### src/rtl/kwd_pkg.sv
// Shared definitions for the keyed watchdog: window selector type and the
// byte codes recognised on the control and test registers.
package kwd_pkg;

    typedef enum logic [1:0] {
        WIN_LONG   = 2'd0,
        WIN_HALF   = 2'd1,
        WIN_QUART  = 2'd2,
        WIN_EIGHTH = 2'd3
    } win_sel_t;

    localparam logic [7:0] CODE_LONG    = 8'h5A;
    localparam logic [7:0] CODE_HALF    = 8'h57;
    localparam logic [7:0] CODE_QUART   = 8'h59;
    localparam logic [7:0] CODE_EIGHTH  = 8'h53;

    localparam logic [7:0] KEY_FIRST    = 8'h51;
    localparam logic [7:0] KEY_SECOND   = 8'h54;
    localparam logic [7:0] KEY_FAST     = 8'h5C;

endpackage

### src/rtl/kwd_key_decode.sv
// kwd_key_decode: turns a control-register write into a restart strobe and a
// window selection. Purely combinational; assumes the caller has already
// qualified the strobe with the control-register address.
module kwd_key_decode
    import kwd_pkg::*;
(
    input  logic       ctrl_wr,
    input  logic [7:0] data,
    output logic       restart,
    output win_sel_t   sel
);

    // Match the written byte against the four restart keys.
    always_comb begin
        restart = 1'b0;
        sel     = WIN_LONG;
        if (ctrl_wr) begin
            unique case (data)
                CODE_LONG:   begin restart = 1'b1; sel = WIN_LONG;   end
                CODE_HALF:   begin restart = 1'b1; sel = WIN_HALF;   end
                CODE_QUART:  begin restart = 1'b1; sel = WIN_QUART;  end
                CODE_EIGHTH: begin restart = 1'b1; sel = WIN_EIGHTH; end
                default:     begin restart = 1'b0; sel = WIN_LONG;   end
            endcase
        end
    end

endmodule

### src/rtl/kwd_test_ctrl.sv
// kwd_test_ctrl: test-register state. Tracks the two-byte disable sequence
// and the fast-mode latch. Both outputs are sticky until rst_n.
// Assumes test_wr is already qualified with the test-register address.
module kwd_test_ctrl
    import kwd_pkg::*;
(
    input  logic       clk,
    input  logic       rst_n,
    input  logic       test_wr,
    input  logic [7:0] data,
    output logic       wd_off,
    output logic       fast_mode
);

    logic primed;

    // Disable sequence: first key primes, second key (only if primed) disables.
    always_ff @(posedge clk) begin
        if (!rst_n) begin
            primed <= 1'b0;
            wd_off <= 1'b0;
        end else if (test_wr) begin
            if (data == KEY_FIRST) begin
                primed <= 1'b1;
            end else if (data == KEY_SECOND && primed) begin
                primed <= 1'b0;
                wd_off <= 1'b1;
            end else begin
                primed <= 1'b0;
            end
        end
    end

    // Fast-mode latch: set by its key, cleared only by reset.
    always_ff @(posedge clk) begin
        if (!rst_n)
            fast_mode <= 1'b0;
        else if (test_wr && data == KEY_FAST)
            fast_mode <= 1'b1;
    end


    off_sticky_chk: assert property (@(posedge clk) disable iff (!rst_n)
        wd_off |=> wd_off);


    off_needs_key_chk: assert property (@(posedge clk) disable iff (!rst_n)
        $rose(wd_off) |-> $past(test_wr) && $past(data) == KEY_SECOND);

endmodule

### src/rtl/kwd_down_counter.sv
// kwd_down_counter: window counter. Loads the chosen window on restart,
// decrements on each advance while running, and emits a one-cycle expiry
// pulse when the last advance lands, reloading to the longest window.
// Assumes T_LONG is the largest window and all windows are at least 1.
module kwd_down_counter
    import kwd_pkg::*;
#(
    parameter int T_LONG   = 65536,
    parameter int T_HALF   = 32768,
    parameter int T_QUART  = 16384,
    parameter int T_EIGHTH = 8192
) (
    input  logic     clk,
    input  logic     rst_n,
    input  logic     restart,
    input  win_sel_t sel,
    input  logic     advance,
    input  logic     run,
    output logic     expire
);

    localparam int CW = $clog2(T_LONG + 1);
    localparam logic [CW-1:0] LOAD_LONG   = CW'(T_LONG);
    localparam logic [CW-1:0] LOAD_HALF   = CW'(T_HALF);
    localparam logic [CW-1:0] LOAD_QUART  = CW'(T_QUART);
    localparam logic [CW-1:0] LOAD_EIGHTH = CW'(T_EIGHTH);
    localparam logic [CW-1:0] ONE         = CW'(1);

    logic [CW-1:0] cnt;
    logic [CW-1:0] load_val;
    logic          step;

    // Map the selected window to its load value.
    always_comb begin
        unique case (sel)
            WIN_LONG:   load_val = LOAD_LONG;
            WIN_HALF:   load_val = LOAD_HALF;
            WIN_QUART:  load_val = LOAD_QUART;
            WIN_EIGHTH: load_val = LOAD_EIGHTH;
            default:    load_val = LOAD_LONG;
        endcase
    end

    // An advance only counts while the watchdog is running.
    always_comb step = advance && run;

    // Count down; restart wins over an advance in the same cycle.
    always_ff @(posedge clk) begin
        if (!rst_n) begin
            cnt    <= LOAD_LONG;
            expire <= 1'b0;
        end else begin
            expire <= 1'b0;
            if (restart) begin
                cnt <= load_val;
            end else if (step) begin
                if (cnt == ONE) begin
                    expire <= 1'b1;
                    cnt    <= LOAD_LONG;
                end else begin
                    cnt <= cnt - ONE;
                end
            end
        end
    end


    reload_value_chk: assert property (@(posedge clk) disable iff (!rst_n)
        restart |=> cnt == $past(load_val));


    pulse_single_chk: assert property (@(posedge clk) disable iff (!rst_n)
        expire |=> !expire);


    reload_long_chk: assert property (@(posedge clk) disable iff (!rst_n)
        expire |-> cnt == LOAD_LONG);


    hold_no_step_chk: assert property (@(posedge clk) disable iff (!rst_n)
        (!step && !restart) |=> $stable(cnt));


    never_zero_chk: assert property (@(posedge clk) disable iff (!rst_n)
        cnt != '0);

endmodule

### src/rtl/kwd_timer.sv
// kwd_timer: keyed-restart watchdog top. Decodes register writes, chooses
// the count source (slow tick or every clock in fast mode) and drives the
// one-cycle processor reset request. Assumes tick_32k is a single-cycle
// enable synchronous to clk.
module kwd_timer
    import kwd_pkg::*;
#(
    parameter int          T_LONG     = 65536,
    parameter int          T_HALF     = 32768,
    parameter int          T_QUART    = 16384,
    parameter int          T_EIGHTH   = 8192,
    parameter int          ADDR_W     = 2,
    parameter int          CTRL_ADDR  = 0,
    parameter int          TEST_ADDR  = 1,
    parameter bit          ALLOW_FAST = 1'b1
) (
    input  logic              clk,
    input  logic              rst_n,
    input  logic              tick_32k,
    input  logic              wr_en,
    input  logic [ADDR_W-1:0] wr_addr,
    input  logic [7:0]        wr_data,
    output logic              wdt_rst_req
);

    localparam logic [ADDR_W-1:0] A_CTRL = ADDR_W'(CTRL_ADDR);
    localparam logic [ADDR_W-1:0] A_TEST = ADDR_W'(TEST_ADDR);

    logic     ctrl_wr;
    logic     test_wr;
    logic     restart;
    win_sel_t sel;
    logic     wd_off;
    logic     fast_mode;
    logic     advance;

    // Address qualification of the write strobe.
    always_comb begin
        ctrl_wr = wr_en && (wr_addr == A_CTRL);
        test_wr = wr_en && (wr_addr == A_TEST);
    end

    kwd_key_decode u_decode (
        .ctrl_wr (ctrl_wr),
        .data    (wr_data),
        .restart (restart),
        .sel     (sel)
    );

    kwd_test_ctrl u_test (
        .clk       (clk),
        .rst_n     (rst_n),
        .test_wr   (test_wr),
        .data      (wr_data),
        .wd_off    (wd_off),
        .fast_mode (fast_mode)
    );

    // Count-source selection; fast mode can be compiled out.
    generate
        if (ALLOW_FAST) begin : g_fast
            always_comb advance = fast_mode ? 1'b1 : tick_32k;
        end else begin : g_slow
            always_comb advance = tick_32k;
        end
    endgenerate

    kwd_down_counter #(
        .T_LONG   (T_LONG),
        .T_HALF   (T_HALF),
        .T_QUART  (T_QUART),
        .T_EIGHTH (T_EIGHTH)
    ) u_count (
        .clk     (clk),
        .rst_n   (rst_n),
        .restart (restart),
        .sel     (sel),
        .advance (advance),
        .run     (!wd_off),
        .expire  (wdt_rst_req)
    );


    silent_when_off_chk: assert property (@(posedge clk) disable iff (!rst_n)
        (wd_off && $past(wd_off)) |-> !wdt_rst_req);


    quiet_in_reset_chk: assert property (@(posedge clk)
        $past(!rst_n) |-> !wdt_rst_req);

endmodule

### config.mk
export PLATFORM = sky130hd
export DESIGN_NAME = kwd_timer
export DESIGN_NICKNAME = d
export VERILOG_FILES = /design/src/rtl/kwd_pkg.sv /design/src/rtl/kwd_key_decode.sv /design/src/rtl/kwd_test_ctrl.sv /design/src/rtl/kwd_down_counter.sv /design/src/rtl/kwd_timer.sv
export SDC_FILE = /design/constraint.sdc
export NUM_CORES = 1
export LEC_CHECK = 0
export BUFFER_PORTS_ARGS = -buffer_cell sky130_fd_sc_hd__buf_2
export CAP_MARGIN = 20
export CORE_ASPECT_RATIO = 1.5
export CORE_MARGIN = 8
export CORE_UTILIZATION = 55
export CTS_BUF_LIST = sky130_fd_sc_hd__clkbuf_2
export DETAILED_ROUTE_END_ITERATION = 8
export GPL_TIMING_DRIVEN = 0
export HOLD_SLACK_MARGIN = 0.05
export PLACE_DENSITY = 0.73
export SLEW_MARGIN = 20
export SYNTH_ARGS = -nofsm -noshare
export SYNTH_HDL_FRONTEND = slang
export SYNTH_SLANG_ARGS = --single-unit
### constraint.sdc
create_clock -name clk -period 2.6 [get_ports clk]
set_clock_uncertainty 0.05 [all_clocks]
set_input_delay 0.26 -clock clk [delete_from_list [all_inputs] [get_ports clk]]
set_output_delay 0.26 -clock clk [all_outputs]
set_load 0.05 [all_outputs]
==> results.yml, run 1 <==
status:
  status: "complete, no violations"
clocking:
  cts_setup_buffers: 0
  ctsResizeCount: 0
  htreeDepth: 1
  worst_skew_pair.late_latency_ns: 0.32
  clockBufferDepth: 2
  cts_tree: "yes"
  cts_sinks: 21
  cts_buffers: 3
  clkTransAtPathRegs_ns: 0.20
  ctsRootBufferMaster: "clkbuf_2"
  hold_buffers: 0
placed_design:
  placed_area_um2: 1353
  dp_hpwl_mm: 2.303
  port_buffers: 14
  gp_congestion: 0.8585
finish:
  area_growth_syn_to_layout_pct: 9.481
  fin_nets: 184
  final_area_um2: 1373
  drive_gt1_share_pct: 19.16
  n_antenna_cell: 0
power_and_ir_drop:
  power.total_uw: 846.9
  peakVddDrop_uv: 391.8
  leakagePower_nw: 0.5299
  p_per_area_nw_per_um2: 617.0
critical_path:
  cp.arrival_ns: 2.58
  required_ns: 2.82
  worstSetupPathType: "reg -> reg"
  endpoint_kind: "flip-flop"
  path_max_fanout: 6
  cp-start-kind: "flip-flop"
timing:
  tightest_slew_ns: 0.6612
  holdWs_ns: 0.1416
  setup_violations: 0
  hold_viol_final: 0
  period_minus_slack_ns: 2.362
  fin_tns_setup_ns: 0
  finalMaxSlewViolations: 0
  rsz0062_at_grt: "false"
  fmax_ghz: 0.4234
  maxSlewHeadroom_pct: 55.51
  min_period_over_period_pct: 90.84
drt:
  wirelength_mm: 2.937
  wl_per_cell_um: 15.46
  initialDrtViolationCount: 25
  wl_met2_mm: 1.564
  routed.top_layer: "met4"
  num_vias: 1193
  drc_errors: 0
  wl_met1_mm: 1.155
  wl_met3_um: 135
  dr.pass1.iters: 4
  via_per_inst: 6.279
  ant_nets: 0
logic_synthesis:
  synth_xor_xnor_area_share_pct: 6.287
  synth_top_family_by_area: "simple AND/OR/NAND/NOR gates"
  async_reset_ff_share_pct: 0
  synth_seq_area_share_pct: 33.53
  synth_warnings: 0
  synth-simple-area-share_pct: 32.63
  synthDistinctLibCells: 48
  synth-compound-area-share_pct: 20.96
  synth_fa_ha_area_share_pct: 1.996
  synth_nets: 165
  synth.avg_cell_area_um2: 8.414
  synthCells: 149
  syn-cell-area_um2: 1254
  synth_edf_count: 0
  synthMuxAreaShare_pct: 0.7984
  synth_seq_cells: 21
  yosys_most_used_dff: "dfxtp_1"
global_route:
  grt_pass1_vias: 1159
  grt_max_degree: 13
  track_usage_pct: 15.57
  grt_overflow: 0
  antenna_found_initial: 0
  grt_pass1_wl_mm: 4.816
worst_hold_path:
  min_path_type: "in -> reg"
floorplan:
  num_io_pins: 15
  initial_core_util_pct: 56.80
  num_rows: 21
  die-width_um: 54.98
  die_h_um: 74.48
  die_area_um2: 4095
  placeableCoreArea_um2: 2207
run:
  max_cap_violations: 0
-- per-layer routing --
layer  track usage [%]  vias to the layer above
met4             9.383                        0
met3             3.200                       10
met1             13.99                      554
met2             29.33                       39
met5                 0                        -
li1                  -                      590
-- stage by stage --
stage / utilization (%) / cells / worst slack (ns)
floorplan: - / 149 / 0.4856
global placement: 61.28 / 186 / 0.3283
detailed placement: 61.28 / 186 / 0.3035
CTS: 62.19 / 190 / 0.2421
global route: 62.19 / 190 / 0.1410
finish: 62.19 / 190 / 0.2382
-- state kept, by name, indices dropped and copies added (netlist names) --
signal            count
u_test.fast_mode      1
u_test.primed         1
u_test.wd_off         1
u_count.expire        1
u_count.cnt          17
-- kinds of logic (layout without fill, tap and decap cells) --
family | after synthesis | in the layout
and+or+nand+nor | 70 | 70
AOI/OAI and AO/OA | 36 | 36
DFF | 21 | 21
buffers and inverters | 10 | 28
xor gates and xnor gates | 9 | 9
adders and majority gates | 2 | 2
muxes | 1 | 1
-- power breakdown --
group          switching, mW  internal, mW
clock network         0.0992        0.0349
registers             0.0476         0.366
logic                  0.150         0.149
-- worst max-delay path, cell delays in order (launching register included) --
cell	delay, ns
dfxtp_1	0.40
inv_1	0.10
ha_1	0.19
or4b_2	0.60
nor4_1	0.48
nor4bb_1	0.27
nor2_1	0.07
o22ai_1	0.14
-- cell usage after synthesis, types with 4 or more instances --
cell type | instances | area share, %
xor2_1 | 8 | 5.6
nor3_1 | 8 | 3.2
nand3b_1 | 4 | 2.4
inv_1 | 6 | 1.8
a21oi_1 | 5 | 2.0
o21ai_0 | 9 | 3.6
dfxtp_1 | 21 | 34
o211ai_1 | 5 | 3.0
nand2_1 | 7 | 2.1
nor2_1 | 21 | 6.3
-- worst paths after layout --
check	startpoint	endpoint	slack, ns	cells after the start
setup / recovery	u_count.cnt[0]	u_count.cnt[14]	0.24	7
hold / removal	rst_n	u_count.cnt[16]	0.14	2
setup reg to reg	u_count.cnt[0]	u_count.cnt[14]	0.24	7
hold reg to reg	u_count.cnt[16]	u_count.cnt[16]	0.46	2
-- area by class of cell --
class | instances | area, µm²
inverters | 6 | 22.52
repair buffers | 14 | 70.07
plain buffers | 4 | 25.02
fillers | 208 | 834.6
well taps | 23 | 28.78
multi-input cells | 118 | 785.8
clock buffers | 3 | 15.01
clock inverters | 1 | 5.005
flip-flops and latches | 21 | 420.4
-- cells in the final DEF (no fill, tap or decap), types with 2 or more instances in the layout --
| cell | count |
|---|---|
| nand4bb_1 | 2 |
| or3_1 | 2 |
| nor2_1 | 21 |
| or4_4 | 2 |
| nand2_1 | 7 |
| a31oi_1 | 2 |
| nand2b_1 | 3 |
| ha_1 | 2 |
| nor4_1 | 3 |
| a21oi_1 | 5 |
| nor3_1 | 8 |
| nand3_1 | 3 |
| o21ai_0 | 9 |
| dfxtp_1 | 21 |
| buf_2 | 16 |
| inv_1 | 6 |
| o211ai_1 | 5 |
| nor2b_1 | 3 |
| xor2_1 | 8 |
| a22oi_1 | 2 |
| clkbuf_2 | 3 |
| nand3b_1 | 4 |
| or3_4 | 2 |
| o2111ai_1 | 2 |
Power figures use the tool's default switching activity.
==> run 2: changes to the inputs <==
Settings changed: CORE_UTILIZATION 55 to 26, PLACE_DENSITY 0.73 to 0.39.
==> run 2 against run 1 <==
Global-route usage decreased by 5.6 points. Core utilization decreased by 32 points. Register-to-register slack got worse by 0.06 ns. Sequential power about the same. Non-clock buffer count unchanged. Critical endpoint is now u_count.cnt[16]. Highest routed layer unchanged.
==> results.yml, run 2 (synthesized netlist as in run 1, its figures left out) <==
power_and_ir_drop:
  p_per_area_nw_per_um2: 599.9
  leakagePower_nw: 0.5299
  peakVddDrop_uv: 292.7
clocking:
  cts_setup_buffers: 0
  htreeDepth: 1
  clkTransAtPathRegs_ns: 0.22
  cts_sinks: 21
  clockBufferDepth: 2
  cts_tree: "yes"
  hold_buffers: 0
  cts_buffers: 3
  ctsResizeCount: 0
  worst_skew_pair.late_latency_ns: 0.33
  ctsRootBufferMaster: "clkbuf_2"
finish:
  nFillCells: 539
  fin_nets: 184
  ff_latch_area_um2: 420.4
  final_core_util_pct: 30.14
  top_register: "u_count.cnt"
  area_growth_syn_to_layout_pct: 13.77
  drive_gt1_share_pct: 19.16
  largest_register_ffs: 17
  final_cell_mix: "21 x nor2_1, 21 x dfxtp_1, 16 x buf_2"
  multi_input_area_um2: 785.8
  fin_cells: 233
  n_antenna_cell: 0
critical_path:
  worstReg2RegEnd: "u_count.cnt[16]"
  cp_top_family: "simple AND/OR/NAND/NOR gates"
  required_ns: 2.77
  cp.arrival_ns: 2.59
  worst_path_max_delay_cell: "or4b_2"
  cp-start-kind: "flip-flop"
  crit_chain: "inv_1 -> ha_1 -> or4b_2 -> nor4_1 -> a22oi_1 -> o21ai_0 -> nand3_1"
  critPathBufInv: 1
  worstSetupPathType: "reg -> reg"
  reg2reg_from: "u_count.cnt[0]"
  rr_worst_depth: 7
  path_depth: 7
  r2r_setup_slack_ns: 0.18
  crit_path_start: "u_count.cnt[0]"
  endpoint_kind: "flip-flop"
  path_max_fanout: 6
  crit_end: "u_count.cnt[16]"
  slowest_delay_ns: 0.60
drt:
  wirelength_mm: 3.413
  ant_nets: 0
  drc_errors: 0
  num_vias: 1166
  initialDrtViolationCount: 31
  wl_per_cell_um: 14.65
  dr.pass1.iters: 4
  via_per_inst: 5.004
timing:
  fmax_ghz: 0.4130
  tightest_slew_ns: 0.7084
  setup_violations: 0
  min_period_over_period_pct: 93.14
  finalMaxSlewViolations: 0
  fin_tns_setup_ns: 0
  rsz0062_at_grt: "false"
  hold_viol_final: 0
  period_minus_slack_ns: 2.422
  maxSlewHeadroom_pct: 52.34
placed_design:
  dp_hpwl_mm: 2.741
  port_buffers: 14
  placedCellCount: 229
  gp_congestion: 0.8675
status:
  status: "complete, no violations"
global_route:
  antenna_found_initial: 0
  grt_pass1_wl_mm: 5.747
  grt_pass1_vias: 1238
  grt_overflow: 0
  grt_max_degree: 13
  track_usage_pct: 9.992
floorplan:
  num_rows: 31
  die-width_um: 72.70
  placeableCoreArea_um2: 4732
  die_h_um: 101.0
  num_io_pins: 15
  die_area_um2: 7345
  initial_core_util_pct: 26.49
worst_hold_path:
  min_path_type: "in -> reg"
run:
  max_cap_violations: 0
==> run 2: through the flow <==
stage                     hold slack, ns  setup WS, ns  cell area, µm²  power [mW]
after floorplan                   0.2818        0.4856            1254      0.6497
after global placement            0.4407        0.2189            1406      0.7235
after detailed placement          0.4485        0.2534            1406      0.7260
after CTS                         0.1270        0.1849            1426      0.8787
after global routing              0.1320       0.05487            1426      0.9279
final                             0.1516        0.1785            1426      0.8557
==> run 2: how the worst min path moves through the flow <==
stage | from | end | slack [ns] | depth (start not counted)
2_1_floorplan | rst_n | u_count.cnt[16] | 0.28 | 1
3_3_place_gp | u_test.fast_mode | u_test.fast_mode | 0.44 | 2
3_5_place_dp | u_count.cnt[3] | u_count.cnt[3] | 0.45 | 2
4_1_cts | rst_n | u_count.cnt[16] | 0.13 | 2
5_1_grt | rst_n | u_count.cnt[16] | 0.13 | 2
6_report | rst_n | u_count.cnt[16] | 0.15 | 2
==> run 2: layout make-up <==
class / instances / area share [%]
Timing Repair Buffer: 14 / 4.912
Sequential cell: 21 / 29.47
Clock inverter: 1 / 0.3509
Inverter: 6 / 1.579
Multi-Input combinational cell: 118 / 55.09
Clock buffer: 3 / 1.053
Buffer: 4 / 1.754
Tap cell: 66 / 5.789
==> run 2: power by group <==
group | switching (mW) | internal, mW
logic | 0.155 | 0.150
registers | 0.0473 | 0.366
clock network | 0.103 | 0.0348
==> run 2: routing by layer <==
layer	GRT usage [%]	vias up	wire length [µm]
met5	0	-	0
met4	4.489	0	80
met3	2.092	6	148
met2	19.16	24	1848
met1	9.705	547	1337
li1	-	589	-
==> run 3: changes to the inputs <==
Settings changed: CORE_UTILIZATION 26 to 50, GPL_TIMING_DRIVEN 0 to not set, PLACE_DENSITY 0.39 to 0.75.
==> run 3 against run 2 <==
Via count is 2.0% higher. Maximum frequency is 0.97% higher. First-iteration DRC count is 87% higher. Global-route usage is 3.6 points higher. Combinational power is 3% higher. Wire length is 16% lower. Critical path depth is 2 lower. Setup slack better by 0.023 ns. Design area is 2.8% lower. Highest routed layer unchanged.
==> results.yml, run 3 (synthesized netlist as in run 1, its figures left out) <==
drt:
  dr.pass1.iters: 4
  wl_per_cell_um: 14.87
  ant_nets: 0
  drc_errors: 0
  initialDrtViolationCount: 58
  wirelength_mm: 2.855
  num_vias: 1189
  via_per_inst: 6.193
timing:
  fin_ws_ns: 0.2017
  finalMaxSlewViolations: 0
  fin_tns_setup_ns: 0
  setup_violations: 0
  hold_viol_final: 0
  fmax_ghz: 0.4170
  rsz0062_at_grt: "false"
  tightest_slew_ns: 0.4910
  period_minus_slack_ns: 2.398
  min_period_over_period_pct: 92.24
  maxSlewHeadroom_pct: 67.26
  holdWs_ns: 0.1182
global_route:
  antenna_found_initial: 0
  track_usage_pct: 13.57
  grt_max_degree: 15
  grt_overflow: 0
  grt_pass1_wl_mm: 5.175
  grt_pass1_vias: 1222
floorplan:
  die-width_um: 56.89
  die_area_um2: 4399
  die_h_um: 77.33
  num_io_pins: 15
  num_rows: 22
  placeableCoreArea_um2: 2422
  initial_core_util_pct: 51.76
clocking:
  cts_setup_buffers: 0
  cts_buffers: 3
  hold_buffers: 0
  cts_tree: "yes"
  clockBufferDepth: 2
  cts_sinks: 21
  ctsRootBufferMaster: "clkbuf_2"
  clkTransAtPathRegs_ns: 0.20
  htreeDepth: 1
  worst_skew_pair.late_latency_ns: 0.33
  ctsResizeCount: 0
finish:
  nFillCells: 232
  ff_latch_area_um2: 420.4
  largest_register_ffs: 17
  multi_input_area_um2: 785.8
  final_cell_mix: "21 x nor2_1, 21 x dfxtp_1, 14 x buf_2"
  drive_gt1_share_pct: 20.24
  top_register: "u_count.cnt"
  fin_nets: 185
  n_antenna_cell: 0
  area_growth_syn_to_layout_pct: 10.58
worst_hold_path:
  min_path_type: "in -> reg"
  holdPathStages: 2
  hold_path_startpoint: "rst_n"
  holdPathEnd: "u_count.cnt[16]"
power_and_ir_drop:
  clock_power_share_pct: 16.4
  seqPwrFrac_pct: 47.5
  p_per_area_nw_per_um2: 628.4
  p_comb_share_pct: 36.1
  peakVddDrop_uv: 402.7
  switching_share_pct: 35.14
  power_switching_uw: 306.1
  leakagePower_nw: 0.5392
  intPower_uw: 565.1
critical_path:
  r2r_setup_slack_ns: 0.20
  path_max_fanout: 11
  worstReg2RegEnd: "u_count.cnt[4]"
  endpoint_kind: "flip-flop"
  cp.arrival_ns: 2.58
  required_ns: 2.78
  rr_worst_depth: 5
  worstSetupPathType: "reg -> reg"
  reg2reg_from: "u_count.cnt[4]"
  cp-start-kind: "flip-flop"
placed_design:
  port_buffers: 14
  place_worst_setup_slack_ns: 0.2117
  gp_congestion: 0.9631
  dp_hpwl_mm: 2.289
run:
  max_cap_violations: 0
status:
  status: "complete, no violations"
-- run 3: cell count changes in the layout (fill, tap and decap cells not counted), sizes merged --
cell / delta
buf: +2
clkinv: -1
-- run 3: area by class of cell --
| cell class | instances | share of cell area (%) |
|---|---|---|
| clock buffers | 4 | 1.444 |
| inverters | 6 | 1.625 |
| multi-input cells | 118 | 56.68 |
| flip-flops and latches | 21 | 30.32 |
| well taps | 24 | 2.166 |
| repair buffers | 19 | 7.762 |
-- run 3: worst max-delay path by stage --
stage | start | end | slack, ns
2_1_floorplan | u_count.cnt[4] | u_count.cnt[10] | 0.49
3_3_place_gp | u_count.cnt[4] | u_count.cnt[8] | 0.28
3_5_place_dp | u_count.cnt[4] | u_count.cnt[2] | 0.21
4_1_cts | u_count.cnt[4] | u_count.cnt[8] | 0.20
5_1_grt | u_count.cnt[4] | u_count.cnt[10] | 0.09
6_report | u_count.cnt[4] | u_count.cnt[4] | 0.20
-- run 3: routing by layer --
metal,wire [µm],GRT usage [%]
met4,64,6.368
met3,91,1.954
met5,0,0
met2,1550,24.95
met1,1148,14.41
-- run 3: power groups by stage --
stage / Combinational (mW) / Sequential, mW / Clock (mW)
6_report: 0.315 / 0.414 / 0.143
5_1_grt: 0.351 / 0.422 / 0.156
4_1_cts: 0.315 / 0.413 / 0.143
3_5_place_dp: 0.312 / 0.420 / 0
3_3_place_gp: 0.301 / 0.416 / 0
2_1_floorplan: 0.242 / 0.408 / 0
-- run 3: per-stage QoR --
| step | power, mW | utilization (%) | instance area [µm²] | instances |
|---|---|---|---|---|
| after CTS | 0.8707 | 57.23 | 1386 | 192 |
| after detailed placement | 0.7323 | 56.41 | 1366 | 188 |
| after floorplan | 0.6497 | - | 1254 | 149 |
| after global placement | 0.7168 | 56.41 | 1366 | 188 |
| final | 0.8712 | 57.23 | 1386 | 192 |
| after global routing | 0.9298 | 57.23 | 1386 | 192 |
-- run 3: worst max-delay path: stages, from the launching register on --
cell and delay (ns):
dfxtp_1 0.39, or4_4 0.59, or3_4 0.41, or3_4 0.35
o21ai_2 0.41, nor2_1 0.09
